===== src/rtl/irq_poll_pkg.sv =====
package irq_poll_pkg;

   localparam int LVL_W   = 2;
   localparam int NUM_LVL = 1 << LVL_W;

   typedef logic [LVL_W-1:0]   lvl_t;
   typedef logic [NUM_LVL-1:0] lvl_map_t;

   // Highest set position of a level bitmap; zero when the map is empty.
   function automatic lvl_t map_top(input lvl_map_t map);
      lvl_t r;
      r = '0;
      for (int i = 0; i < NUM_LVL; i++) begin
         if (map[i]) r = lvl_t'(i);
      end
      return r;
   endfunction

endpackage


===== src/rtl/irq_flag_bank.sv =====
module irq_flag_bank #(
   parameter int                  NUM_SRC     = 6,
   parameter logic [NUM_SRC-1:0]  HW_CLR_MASK = '1,
   localparam int                 IDX_W       = (NUM_SRC > 1) ? $clog2(NUM_SRC) : 1
) (
   input  logic               clk,
   input  logic               rst_n,
   input  logic [NUM_SRC-1:0] hw_set,
   input  logic               sw_wr,
   input  logic [NUM_SRC-1:0] sw_data,
   input  logic               clr_en,
   input  logic [IDX_W-1:0]   clr_idx,
   output logic [NUM_SRC-1:0] flag_q,
   output logic [NUM_SRC-1:0] samp_q
);

   logic [NUM_SRC-1:0] clr_vec;
   logic [NUM_SRC-1:0] flag_nxt;

   always_comb begin
      for (int i = 0; i < NUM_SRC; i++) begin
         clr_vec[i] = clr_en && (clr_idx == IDX_W'(i)) && HW_CLR_MASK[i];
      end
   end

   // Software write wins, then peripheral set, then acknowledge clear.
   always_comb begin
      if (sw_wr) flag_nxt = sw_data;
      else       flag_nxt = (flag_q & ~clr_vec) | hw_set;
   end

   always_ff @(posedge clk) begin
      if (!rst_n) begin
         flag_q <= '0;
         samp_q <= '0;
      end else begin
         flag_q <= flag_nxt;
         samp_q <= flag_q;
      end
   end

   AST_SW_WRITE_EXACT: assert property (@(posedge clk) disable iff (!rst_n)
      sw_wr |=> (flag_q == $past(sw_data)));

   AST_HW_SET_LANDS: assert property (@(posedge clk) disable iff (!rst_n)
      (!sw_wr && (hw_set != '0)) |=> ((flag_q & $past(hw_set)) == $past(hw_set)));

endmodule


===== src/rtl/irq_arbiter.sv =====
module irq_arbiter
   import irq_poll_pkg::*;
#(
   parameter int  NUM_SRC     = 6,
   parameter bit  USE_PRIO_HI = 1'b1,
   localparam int IDX_W       = (NUM_SRC > 1) ? $clog2(NUM_SRC) : 1
) (
   input  logic [NUM_SRC-1:0] samp,
   input  logic [NUM_SRC-1:0] src_en,
   input  logic               glb_en,
   input  logic [NUM_SRC-1:0] pri_lo,
   input  logic [NUM_SRC-1:0] pri_hi,
   output logic               any,
   output logic [IDX_W-1:0]   best_idx,
   output lvl_t               best_lvl
);

   lvl_t               src_lvl [NUM_SRC];
   logic [NUM_SRC-1:0] elig;

   assign elig = samp & src_en & {NUM_SRC{glb_en}};

   generate
      if (USE_PRIO_HI) begin : g_four_lvl
         for (genvar i = 0; i < NUM_SRC; i++) begin : g_lvl
            assign src_lvl[i] = {pri_hi[i], pri_lo[i]};
         end
      end else begin : g_two_lvl
         logic unused_hi;
         assign unused_hi = |pri_hi;
         for (genvar i = 0; i < NUM_SRC; i++) begin : g_lvl
            assign src_lvl[i] = {1'b0, pri_lo[i]};
         end
      end
   endgenerate

   // Walk from the top index down; ">=" lets a lower index take a tie.
   always_comb begin
      any      = 1'b0;
      best_idx = '0;
      best_lvl = '0;
      for (int i = NUM_SRC - 1; i >= 0; i--) begin
         if (elig[i] && (!any || (src_lvl[i] >= best_lvl))) begin
            any      = 1'b1;
            best_idx = IDX_W'(i);
            best_lvl = src_lvl[i];
         end
      end
   end

endmodule


===== src/rtl/irq_level_tracker.sv =====
module irq_level_tracker
   import irq_poll_pkg::*;
(
   input  logic clk,
   input  logic rst_n,
   input  logic push,
   input  lvl_t push_lvl,
   input  logic pop,
   output logic active,
   output lvl_t top_lvl
);

   lvl_map_t map_q;
   lvl_map_t map_nxt;

   assign active  = |map_q;
   assign top_lvl = map_top(map_q);

   // Nesting only ever climbs, so a bitmap of levels is a full stack.
   always_comb begin
      map_nxt = map_q;
      if (pop && active) map_nxt[top_lvl] = 1'b0;
      if (push)          map_nxt[push_lvl] = 1'b1;
   end

   always_ff @(posedge clk) begin
      if (!rst_n) map_q <= '0;
      else        map_q <= map_nxt;
   end

   AST_PUSH_ABOVE_TOP: assert property (@(posedge clk) disable iff (!rst_n)
      (push && active && !pop) |-> (push_lvl > top_lvl));

   AST_POP_RETIRES_TOP: assert property (@(posedge clk) disable iff (!rst_n)
      (pop && !push && active) |=> (!active || (top_lvl < $past(top_lvl))));

endmodule


===== src/rtl/irq_poll_ctrl.sv =====
module irq_poll_ctrl
   import irq_poll_pkg::*;
#(
   parameter int                  NUM_SRC     = 6,
   parameter logic [NUM_SRC-1:0]  HW_CLR_MASK = '1,
   parameter bit                  USE_PRIO_HI = 1'b1,
   localparam int                 IDX_W       = (NUM_SRC > 1) ? $clog2(NUM_SRC) : 1
) (
   input  logic               clk,
   input  logic               rst_n,
   input  logic [NUM_SRC-1:0] hw_set,
   input  logic               sw_wr,
   input  logic [NUM_SRC-1:0] sw_data,
   output logic [NUM_SRC-1:0] flags,
   input  logic               glb_en,
   input  logic [NUM_SRC-1:0] src_en,
   input  logic [NUM_SRC-1:0] pri_lo,
   input  logic [NUM_SRC-1:0] pri_hi,
   input  logic               instr_last,
   input  logic               instr_reti,
   input  logic               instr_wr_ctl,
   output logic               call_req,
   output logic [IDX_W-1:0]   call_vec,
   input  logic               call_ack,
   output logic               isr_active,
   output logic [LVL_W-1:0]   isr_level
);

   generate
      if (NUM_SRC < 1 || NUM_SRC > 64) begin : g_bad_src
         $error("irq_poll_ctrl: NUM_SRC must lie in 1..64");
      end
   endgenerate

   logic [NUM_SRC-1:0] samp_q;
   logic               any_elig;
   logic [IDX_W-1:0]   win_idx;
   lvl_t               win_lvl;
   logic               req_q;
   logic [IDX_W-1:0]   vec_q;
   lvl_t               lvl_q;
   logic               ack_fire;
   logic               reti_done;
   logic               blocked;
   logic               issue;
   lvl_t               top_lvl;
   logic               stack_busy;

   irq_flag_bank #(
      .NUM_SRC     (NUM_SRC),
      .HW_CLR_MASK (HW_CLR_MASK)
   ) u_flags (
      .clk     (clk),
      .rst_n   (rst_n),
      .hw_set  (hw_set),
      .sw_wr   (sw_wr),
      .sw_data (sw_data),
      .clr_en  (ack_fire),
      .clr_idx (vec_q),
      .flag_q  (flags),
      .samp_q  (samp_q)
   );

   irq_arbiter #(
      .NUM_SRC     (NUM_SRC),
      .USE_PRIO_HI (USE_PRIO_HI)
   ) u_arb (
      .samp     (samp_q),
      .src_en   (src_en),
      .glb_en   (glb_en),
      .pri_lo   (pri_lo),
      .pri_hi   (pri_hi),
      .any      (any_elig),
      .best_idx (win_idx),
      .best_lvl (win_lvl)
   );

   irq_level_tracker u_lvl (
      .clk      (clk),
      .rst_n    (rst_n),
      .push     (ack_fire),
      .push_lvl (lvl_q),
      .pop      (reti_done),
      .active   (stack_busy),
      .top_lvl  (top_lvl)
   );

   assign ack_fire  = call_ack && req_q;
   assign reti_done = instr_last && instr_reti;

   // The three hold-off conditions, plus an already outstanding request.
   assign blocked = req_q || !instr_last || instr_reti || instr_wr_ctl ||
                    (stack_busy && (win_lvl <= top_lvl));
   assign issue   = any_elig && !blocked;

   always_ff @(posedge clk) begin
      if (!rst_n) begin
         req_q <= 1'b0;
         vec_q <= '0;
         lvl_q <= '0;
      end else if (issue) begin
         req_q <= 1'b1;
         vec_q <= win_idx;
         lvl_q <= win_lvl;
      end else if (ack_fire) begin
         req_q <= 1'b0;
      end
   end

   assign call_req   = req_q;
   assign call_vec   = vec_q;
   assign isr_active = stack_busy;
   assign isr_level  = top_lvl;

   AST_REQ_HELD: assert property (@(posedge clk) disable iff (!rst_n)
      (call_req && !call_ack) |=> (call_req && $stable(call_vec)));

   AST_ISSUE_LAST_CYCLE: assert property (@(posedge clk) disable iff (!rst_n)
      $rose(call_req) |-> $past(instr_last));

   AST_ISSUE_NOT_RETI_CTL: assert property (@(posedge clk) disable iff (!rst_n)
      $rose(call_req) |-> !$past(instr_reti || instr_wr_ctl));

   AST_ISSUE_ENABLED: assert property (@(posedge clk) disable iff (!rst_n)
      $rose(call_req) |-> ($past(glb_en) && (|(($past(src_en) >> call_vec) & NUM_SRC'(1)))));

   AST_ISSUE_FROM_SAMPLE: assert property (@(posedge clk) disable iff (!rst_n)
      $rose(call_req) |-> (|(($past(flags, 2) >> call_vec) & NUM_SRC'(1))));

endmodule


===== config.mk =====
export PLATFORM = sky130hd
export DESIGN_NAME = irq_poll_ctrl
export DESIGN_NICKNAME = d
export VERILOG_FILES = /design/src/rtl/irq_poll_pkg.sv /design/src/rtl/irq_flag_bank.sv /design/src/rtl/irq_arbiter.sv /design/src/rtl/irq_level_tracker.sv /design/src/rtl/irq_poll_ctrl.sv
export SDC_FILE = /design/constraint.sdc
export NUM_CORES = 1
export LEC_CHECK = 0
export BUFFER_PORTS_ARGS = -buffer_cell sky130_fd_sc_hd__buf_2
export CORE_UTILIZATION = 46
export DETAILED_ROUTE_END_ITERATION = 12
export GPL_ROUTABILITY_DRIVEN = 0
export HOLD_SLACK_MARGIN = 0.06
export PLACE_DENSITY = 0.74
export SKIP_LAST_GASP = 1
export SLEW_MARGIN = 5
export SYNTH_ARGS = -nofsm -noshare
export SYNTH_HDL_FRONTEND = slang
export SYNTH_HIERARCHICAL = 1
export SYNTH_SLANG_ARGS = --single-unit

===== constraint.sdc =====
create_clock -name clk -period 14.55 [get_ports clk]
set_input_delay 0 -clock clk [delete_from_list [all_inputs] [get_ports clk]]
set_output_delay 0 -clock clk [all_outputs]
set_load 0.02 [all_outputs]

## Word-level counts from Yosys, hierarchy flattened

Cells that the tools add are included.

| storage, ports and cells | value |
|---|---|
| register bits | 22 |
| input port bits | 38 |
| output and inout bits | 13 |
| logic and storage cells | 96 |

| cells by class | value |
|---|---|
| $lt $le $gt $ge | 10 |
| eq/ne operators | 5 |
| mux-type cells | 30 |
| bitwise logic cells | 8 |
| reductions and logical operators | 37 |

Operators with widths:

| kind | count |
|---|---|
| $and 6x6->6 | 3 |
| $logic_and 1x1->1 | 18 |
| $mux 3 | 6 |
| $mux 2 | 8 |
| $mux 1 | 11 |
| $ge 2x2->1 | 5 |
| $logic_or 1x1->1 | 9 |
| $mux 4 | 2 |
| $logic_not 1->1 | 7 |
| $eq 3x2->1 const B | 2 |
| $eq 3x3->1 const B | 2 |
| $lt 2x3->1 const B | 2 |
| $mux 6 | 1 |
| $not 6->6 | 1 |
| $or 6x6->6 | 1 |
| $and 4x4->4 | 1 |
| $demux 1 s2 | 2 |
| $ge 2x1->1 const B | 2 |
| $not 4->4 | 1 |
| $or 4x4->4 | 1 |
| $reduce_or 4->1 | 1 |
| $eq 3x1->1 const B | 1 |
| $logic_not 3->1 | 1 |
| $le 2x2->1 | 1 |
| $reduce_bool 2->1 | 1 |

## Depth between registers and ports, before layout

Gate-level depths: netlist of the first run.

| logic depth | value |
|---|---|
| depth in word-level cells | 29 |
| gate-level depth with buffers | 38 |
| mapped depth without buffers | 36 |

## Modules after synthesis

Netlist of the first run, hierarchy kept.

By module, submodules not included:

| module | instances | cells an instance | area each (um^2) | sequential area each (um^2) |
|---|---|---|---|---|
| irq_arbiter | 1 | 84 | 593.1 | 0.0 |
| irq_flag_bank | 1 | 46 | 446.7 | 240.2 |
| irq_poll_ctrl | 1 | 35 | 331.6 | 120.1 |
| irq_level_tracker | 1 | 21 | 193.9 | 80.1 |

## Least setup slack after synthesis of the first run

OpenSTA, ideal clock, no wires.

| timing path | value |
|---|---|
| kind | register to register |
| start | reg u_flags.samp_q[5] |
| end | reg vec_q[0], in the netlist call_vec[0] |
| setup time | 0.072 ns |
| arrival time | 7.015 ns |
| data required time | 14.478 ns |
| slack | 7.463 ns |
| stages on the path, launching flop included | 37 |
| buffers on the path | 1 |
| clock period less this slack | 7.087 ns |
| cell sequence | dfxtp_1 > nand2_1 > nor3_1 > ha_1 > nand2b_1 > a211oi_1 > o22ai_1 > and2_1 > ha_1 > nand2b_1 > a211oi_2 > nor2_2 > a22o_1 > ha_1 > nand2b_1 > a221oi_1 > nor2_1 > a221oi_2 > a21oi_1 > ha_1 > nand2b_1 > a221oi_2 > or2_1 > buf_4 > o21ai_1 > o22ai_1 > ha_1 > nand2b_1 > a21oi_1 > a21o_1 > mux2i_1 > o31ai_1 > ha_1 > nor2b_4 > o21ai_2 > a2111oi_4 > mux2i_1 |

| between the ends | value |
|---|---|
| cells in the longest elaborated chain, start to end | 28 |
| elaborated cells on any way between the ends | 45 |
| those cells by class | 6 x order compare; 18 x mux; 2 x bitwise; 19 x reduce/logical |

RTL lines:

| item | line | text |
|---|---|---|
| from (decl) | irq_flag_bank.sv:14 | `output logic [NUM_SRC-1:0] samp_q` |
| from (signal assigned) | irq_flag_bank.sv:38 | `samp_q <= flag_q;` |
| $and 6x6->6 (*) (2 in series) | irq_arbiter.sv:21 | `assign elig = samp & src_en & {NUM_SRC{glb_en}};` |
| $mux 2 or $mux 1 (tied branches) | irq_arbiter.sv:43 | `if (elig[i] && (!any \|\| (src_lvl[i] >= best_lvl))) begin` |
| $ge 2x2->1 or $logic_not 1->1 (tied branches) | irq_arbiter.sv:43 |  |
| $logic_or 1x1->1 | irq_arbiter.sv:43 |  |
| $logic_and 1x1->1 | irq_arbiter.sv:43 |  |
| $mux 2 or $mux 1 (tied branches) | irq_arbiter.sv:43 |  |
| $ge 2x2->1 or $logic_not 1->1 (tied branches) | irq_arbiter.sv:43 |  |
| $logic_or 1x1->1 | irq_arbiter.sv:43 |  |
| (+12 left out) | -- |  |
| $logic_and 1x1->1 | irq_arbiter.sv:43 |  |
| $mux 2 (*) | irq_arbiter.sv:43 |  |
| net win_lvl[1] | irq_poll_ctrl.sv:38 | `lvl_t win_lvl;` |
| $le 2x2->1 (*) | irq_poll_ctrl.sv:93 | `(stack_busy && (win_lvl <= top_lvl));` |
| $logic_and 1x1->1 (*) | irq_poll_ctrl.sv:93 |  |
| $logic_or 1x1->1 (*) | irq_poll_ctrl.sv:92 | `assign blocked = req_q \|\| !instr_last \|\| instr_reti \|\| instr_wr_ctl \|\|` |
| $logic_not 1->1 (*) | irq_poll_ctrl.sv:94 | `assign issue = any_elig && !blocked;` |
| $logic_and 1x1->1 (*) | irq_poll_ctrl.sv:94 |  |
| to (signal assigned) | irq_poll_ctrl.sv:103 | `vec_q <= win_idx;` |
| to (decl) | irq_poll_ctrl.sv:40 | `logic [IDX_W-1:0] vec_q;` |

Mark *: on every way through the listed nets, which the timed path passes. The rest lies on a longest branch.
A chain may end at the register's enable or synchronous reset.

## Final worst setup path of the first run

| timing path | value |
|---|---|
| start | reg u_flags.samp_q[5] |
| end | reg vec_q[1], in the netlist call_vec[1] |

Same word-level chain as after synthesis.

==> impl_metrics.ini, run 1 <==
[outcome]
status = finished, final reports clean

[routing]
wl_per_cell_um = 12.7
route.detailed.drc = 0
wl_met1_um = 1750
routed.top_layer = met4
vias = 1585
vias_per_cell = 5.37
routed_wl_um = 3750
wl_met2_um = 1810
drt_first_pass_iters = 4
met3_length_um = 147
dr.first_iter.drc_count = 83
postRouteAntennaNets = 0

[setup_path]
arrival_ns = 8.13
path_class = reg2reg
critPathRequiredTime_ns = 14.78
start_kind = flop
end_kind = flop
worstPathMaxFanout = 6
crit_top_cell = ha_1
slowest_delay_ns = 0.61
critPathSlowestCell = a2111oi_4

[layout]
drive_gt1_share_pct = 27.5
n_antenna_cell = 0
regArea_um2 = 440
mostFrequentLayoutCell = buf_2
area_growth_pct = 30.0
multi_input_area_mm2 = 0.00105
post-route-util_pct = 65.0
postLayoutCellArea_mm2 = 0.00203
layout_common_cells = buf_2, dfxtp_1, nand2_1
nNetsFinal = 302
fillers = 284

[grt]
first_global_vias = 1446
grt_pass1_wl_um = 6250
grt_max_degree = 30
grt_util_all_layers_pct = 22.7
antenna_found_initial = 0
grt_overflow = 0

[logic_synthesis]
syn_inst = 186
synth-edff-count = 0
syn-num-nets = 236
yosysWarnings = 6
seq_area_frac_synth_pct = 28.1
yosys_most_used_dff = dfxtp_1
synth.area.top_cells = dfxtp_1, ha_1, mux2i_1
ys_ff_latch = 22
async_flop_share_pct = 0
synth_top_area_cell = dfxtp_1
netlist_area_mm2 = 0.00157
syn_area_per_cell_um2 = 8.42
yosys.area.top_type_share_pct = 28.1
ys_types = 54

[floorplan]
fp.dieW_um = 60.3
start_util_pct = 50.0
die_h_um = 60.3
rows = 20
die_area_mm2 = 0.00364
io_pins = 51
core_mm2 = 0.00313

[cts]
cts_resized = 0
cts_sinks = 22
cts_tree = built
numCtsBuffers = 3
insertion_delay_ns = 0.30
root_buffer = clkbuf_4
clockBufferDepth = 2
htreeDepth = 1
clk_pin_slew_worst_paths_ns = 0.12

[place]
place_ws_ns = 6.70
portBuffers = 50
dp_hpwl_um = 2790
placed_area_mm2 = 0.00185

[timing]
worst_slew_pin_slew_ns = 0.591
fin_skew_ns = 0.00787
timing.fmax_ghz = 0.127
report.final.slew_viol_count = 0
setup_ws_ns = 6.65
min_period_ns = 7.90
setup_viol = 0
timing.final.hold_violations = 0
rsz0062_at_grt = no
relSlewSlack_pct = 60.6
tns_ns = 0
fin_crit_sh_pct = 54.3

[pwr]
vdd_drop_max_v = 0.0000441
leakage_nw = 0.900
powerDensity_mw_per_mm2 = 62.8

[job]
drv_cap = 0

[min_path]
min_path_type = in2reg
final timing paths:
kind	start	endpoint	slack (ns)	cells past startpoint
worst min-delay path	rst_n	call_req$_SDFFE_PN0P_	0.13	2
worst min register to register	u_lvl/map_q[0]$_SDFF_PN0_	u_lvl/map_q[0]$_SDFF_PN0_	0.50	1
worst max register to register	u_flags/samp_q[5]$_SDFF_PN0_	call_vec[1]$_SDFFE_PN0P_	6.65	35
worst max-delay path	u_flags/samp_q[5]$_SDFF_PN0_	call_vec[1]$_SDFFE_PN0P_	6.65	35
where the power goes:
part | switching, W | internal (W) | total, W
Sequential | 0.00000176 | 0.0000625 | 0.0000643
Combinational | 0.0000159 | 0.0000153 | 0.0000312
Clock | 0.0000171 | 0.0000153 | 0.0000324
Total | 0.0000347 | 0.0000931 | 0.000128
layout make-up:
type	instances	area share (%)
clock buffer	4	1.78
inverter	14	2.58
multi-input combinational	146	51.6
sequential	22	21.6
tap	44	2.71
timing repair buffer	65	19.7
routing by layer:
layer	track usage (%)	up-vias
met2	39.9	53
met3	1.49	4
met5	0	-
met1	29.2	718
li1	-	810
met4	7.97	0
Yosys cell counts (2+ instances only):
cell and instances:
a211oi_1 2, a21boi_0 2, a21oi_1 10, a221oi_2 3
a22oi_1 2, and2_1 9, buf_4 2, clkbuf_1 2
dfxtp_1 22, ha_1 12, inv_1 14, mux2i_1 7
nand2_1 16, nand2b_1 6, nand3_1 9, nand3b_1 2
nand4b_1 2, nor2_1 8, nor2b_1 2, nor3_1 6
nor3b_1 2, o21a_1 2, o21ai_0 8, o21ai_1 2
o22ai_1 3, o31ai_1 3
logic make-up after synthesis:
family                     share of synthesized area, %
and+or+nand+nor                                    27.3
AOI/OAI and AO/OA                                  25.7
DFF                                                28.1
buffers and inverters                              4.80
adders and majority gates                          9.59
muxes                                              4.48
repair_timing:
item | in CTS | in global routing
buffers inserted | 0 | 0
hold endpoints to repair | 12 | 0
hold buffers | 15 | 0
through the flow:
step | power, W | instances | hold WS, ns
2_1_floorplan | 0.0000820 | 186 | 0.128
6_report | 0.000128 | 295 | 0.130
4_1_cts | 0.000128 | 295 | 0.122
3_5_place_dp | 0.0000928 | 276 | 0.269
5_1_grt | 0.000136 | 295 | 0.137
3_3_place_gp | 0.0000924 | 276 | 0.258
worst max-delay path: cells and delay by family, from the launching register on:
family | cells | cell delay [ns]
AO/OA/AOI/OAI | 15 | 3.47
AND/OR/NAND/NOR | 12 | 1.88
adder cells (fa/ha/maj) | 6 | 1.63
multiplexers | 2 | 0.46
flip-flops | 1 | 0.41
sequential cells by signal, summed over array words and instances, names as in the netlist:
register / cells
u_flags/flag_q: 6
call_req: 1
u_flags/samp_q: 6
call_vec: 3
u_lvl/map_q: 4
lvl_q: 2
Note: power is estimated with default switching activity, not from simulation.
==> run 2: changes to the inputs <==
- clock period: 14.55 -> 7.6 ns (I/O delays scaled with it)
==> impl_metrics.ini, run 2 (synthesized netlist as in run 1, its figures left out) <==
[timing]
worst_slew_pin_slew_ns = 0.416
tns_ns = 0
timing.final.hold_violations = 0
timing.fmax_ghz = 0.140
setup_viol = 0
relSlewSlack_pct = 72.2
fin_crit_sh_pct = 93.9
report.final.slew_viol_count = 0
fin_skew_ns = 0.00549
min_period_ns = 7.14

[setup_path]
worstPathMaxFanout = 5
end_kind = flop
start_kind = flop
crit_buf_inv = 1
crit_top_cell = ha_1
path_class = reg2reg
rr_startpoint = u_flags/samp_q[5]$_SDFF_PN0_
critPathRequiredTime_ns = 7.83
slowest_delay_ns = 0.39
critPathSlowestCell = dfxtp_4
r2r_slack_ns = 0.46
worstReg2RegEnd = call_vec[1]$_SDFFE_PN0P_
critical-path-top-delay-family = compound AO/OA/AOI/OAI gates
arrival_ns = 7.37
reg2regPathDepth = 35

[routing]
wl_per_cell_um = 12.5
vias_per_cell = 5.22
route.detailed.drc = 0
dr.first_iter.drc_count = 67
drt_first_pass_iters = 4
routed_wl_um = 3870
postRouteAntennaNets = 0
vias = 1618

[layout]
mostFrequentLayoutCell = buf_2
nNetsFinal = 318
drive_gt1_share_pct = 36.5
n_antenna_cell = 0
postLayoutCellArea_mm2 = 0.00219
reg_top3 = u_flags/flag_q: 6 flops, u_flags/samp_q: 6 flops, u_lvl/map_q: 4 flops
area_growth_pct = 40.0
post-route-util_pct = 70.0
fillers = 263
layout_common_cells = buf_2, dfxtp_1, buf_4

[floorplan]
rows = 20
io_pins = 51
die_area_mm2 = 0.00364
die_h_um = 60.3
core_mm2 = 0.00313
fp.dieW_um = 60.3
start_util_pct = 50.0

[cts]
insertion_delay_ns = 0.30
numCtsBuffers = 3
cts_sinks = 22
clockBufferDepth = 2
root_buffer = clkbuf_4
clk_pin_slew_worst_paths_ns = 0.11
cts_tree = built
htreeDepth = 1

[job]
drv_cap = 0

[pwr]
powerDensity_mw_per_mm2 = 109
leakage_nw = 0.984
vdd_drop_max_v = 0.000105

[outcome]
status = finished, final reports clean

[min_path]
hold_end = call_req$_SDFFE_PN0P_
min_path_cells = 2
min_from = rst_n
min_path_type = in2reg

[grt]
grt_overflow = 0
first_global_vias = 1493
grt_pass1_wl_um = 6220
grt_util_all_layers_pct = 22.3
antenna_found_initial = 0
grt_max_degree = 30

[place]
placed_area_mm2 = 0.00193
dp_hpwl_um = 2780
portBuffers = 50
## run 2: cell count changes in the layout (fill, tap and decap cells not counted), sizes merged
cell,change
buf,+17
clkbuf,-1
dlygate4sd3,-1
## run 2: metrics by stage
stage	total power (W)	setup WS, ns	std cells	hold WS [ns]
after CTS	0.000236	0.0502	304	0.131
after detailed placement	0.000180	0.0559	287	0.267
after global placement	0.000179	0.112	287	0.257
final	0.000239	0.463	310	0.131
after global routing	0.000256	-0.113	310	0.156
after floorplan	0.000157	0.513	186	0.128
## run 2: how the worst max path moves through the flow
stage                                      start                        to  slack (ns)  depth (start not counted)
floorplan           u_flags/samp_q[5]$_SDFF_PN0_  call_vec[0]$_SDFFE_PN0P_        0.51                         36
global placement    u_flags/samp_q[5]$_SDFF_PN0_  call_vec[0]$_SDFFE_PN0P_        0.11                         36
detailed placement  u_flags/samp_q[5]$_SDFF_PN0_  call_vec[1]$_SDFFE_PN0P_        0.06                         36
CTS                 u_flags/samp_q[5]$_SDFF_PN0_  call_vec[1]$_SDFFE_PN0P_        0.05                         36
global route        u_flags/samp_q[5]$_SDFF_PN0_     lvl_q[1]$_SDFFE_PN0P_       -0.11                         35
finish              u_flags/samp_q[5]$_SDFF_PN0_  call_vec[1]$_SDFFE_PN0P_        0.46                         35
## run 2: cell type report
cell class | count | area, µm² | area share, %
well taps | 44 | 55.1 | 2.51
clock buffers | 3 | 22.5 | 1.03
repair buffers | 81 | 518 | 23.6
inverters | 14 | 52.6 | 2.40
multi-input cells | 146 | 1100 | 50.1
flip-flops and latches | 22 | 444 | 20.3
## run 2: power breakdown
part	switching (W)	internal [W]
clock	0.0000309	0.0000185
combinational	0.0000327	0.0000345
sequential	0.00000339	0.000120
total	0.0000670	0.000172
## run 2: repair_timing
action	CTS	global route
hold endpoints to repair	7	0
hold buffers	14	0
endpoints found under the setup margin	1	6
setup buffers	0	6
pin swaps	0	14
resized for setup	1	12
## run 2: routing by layer
metal	vias to the layer above	share of wire, %	global-route usage [%]	wire length [µm]
met4	0	1.1	7.64	42
met2	53	49	39.7	1880
li1	846	-	-	-
met5	-	0	0	0
met1	713	46	28.3	1760
met3	6	4.8	1.49	185
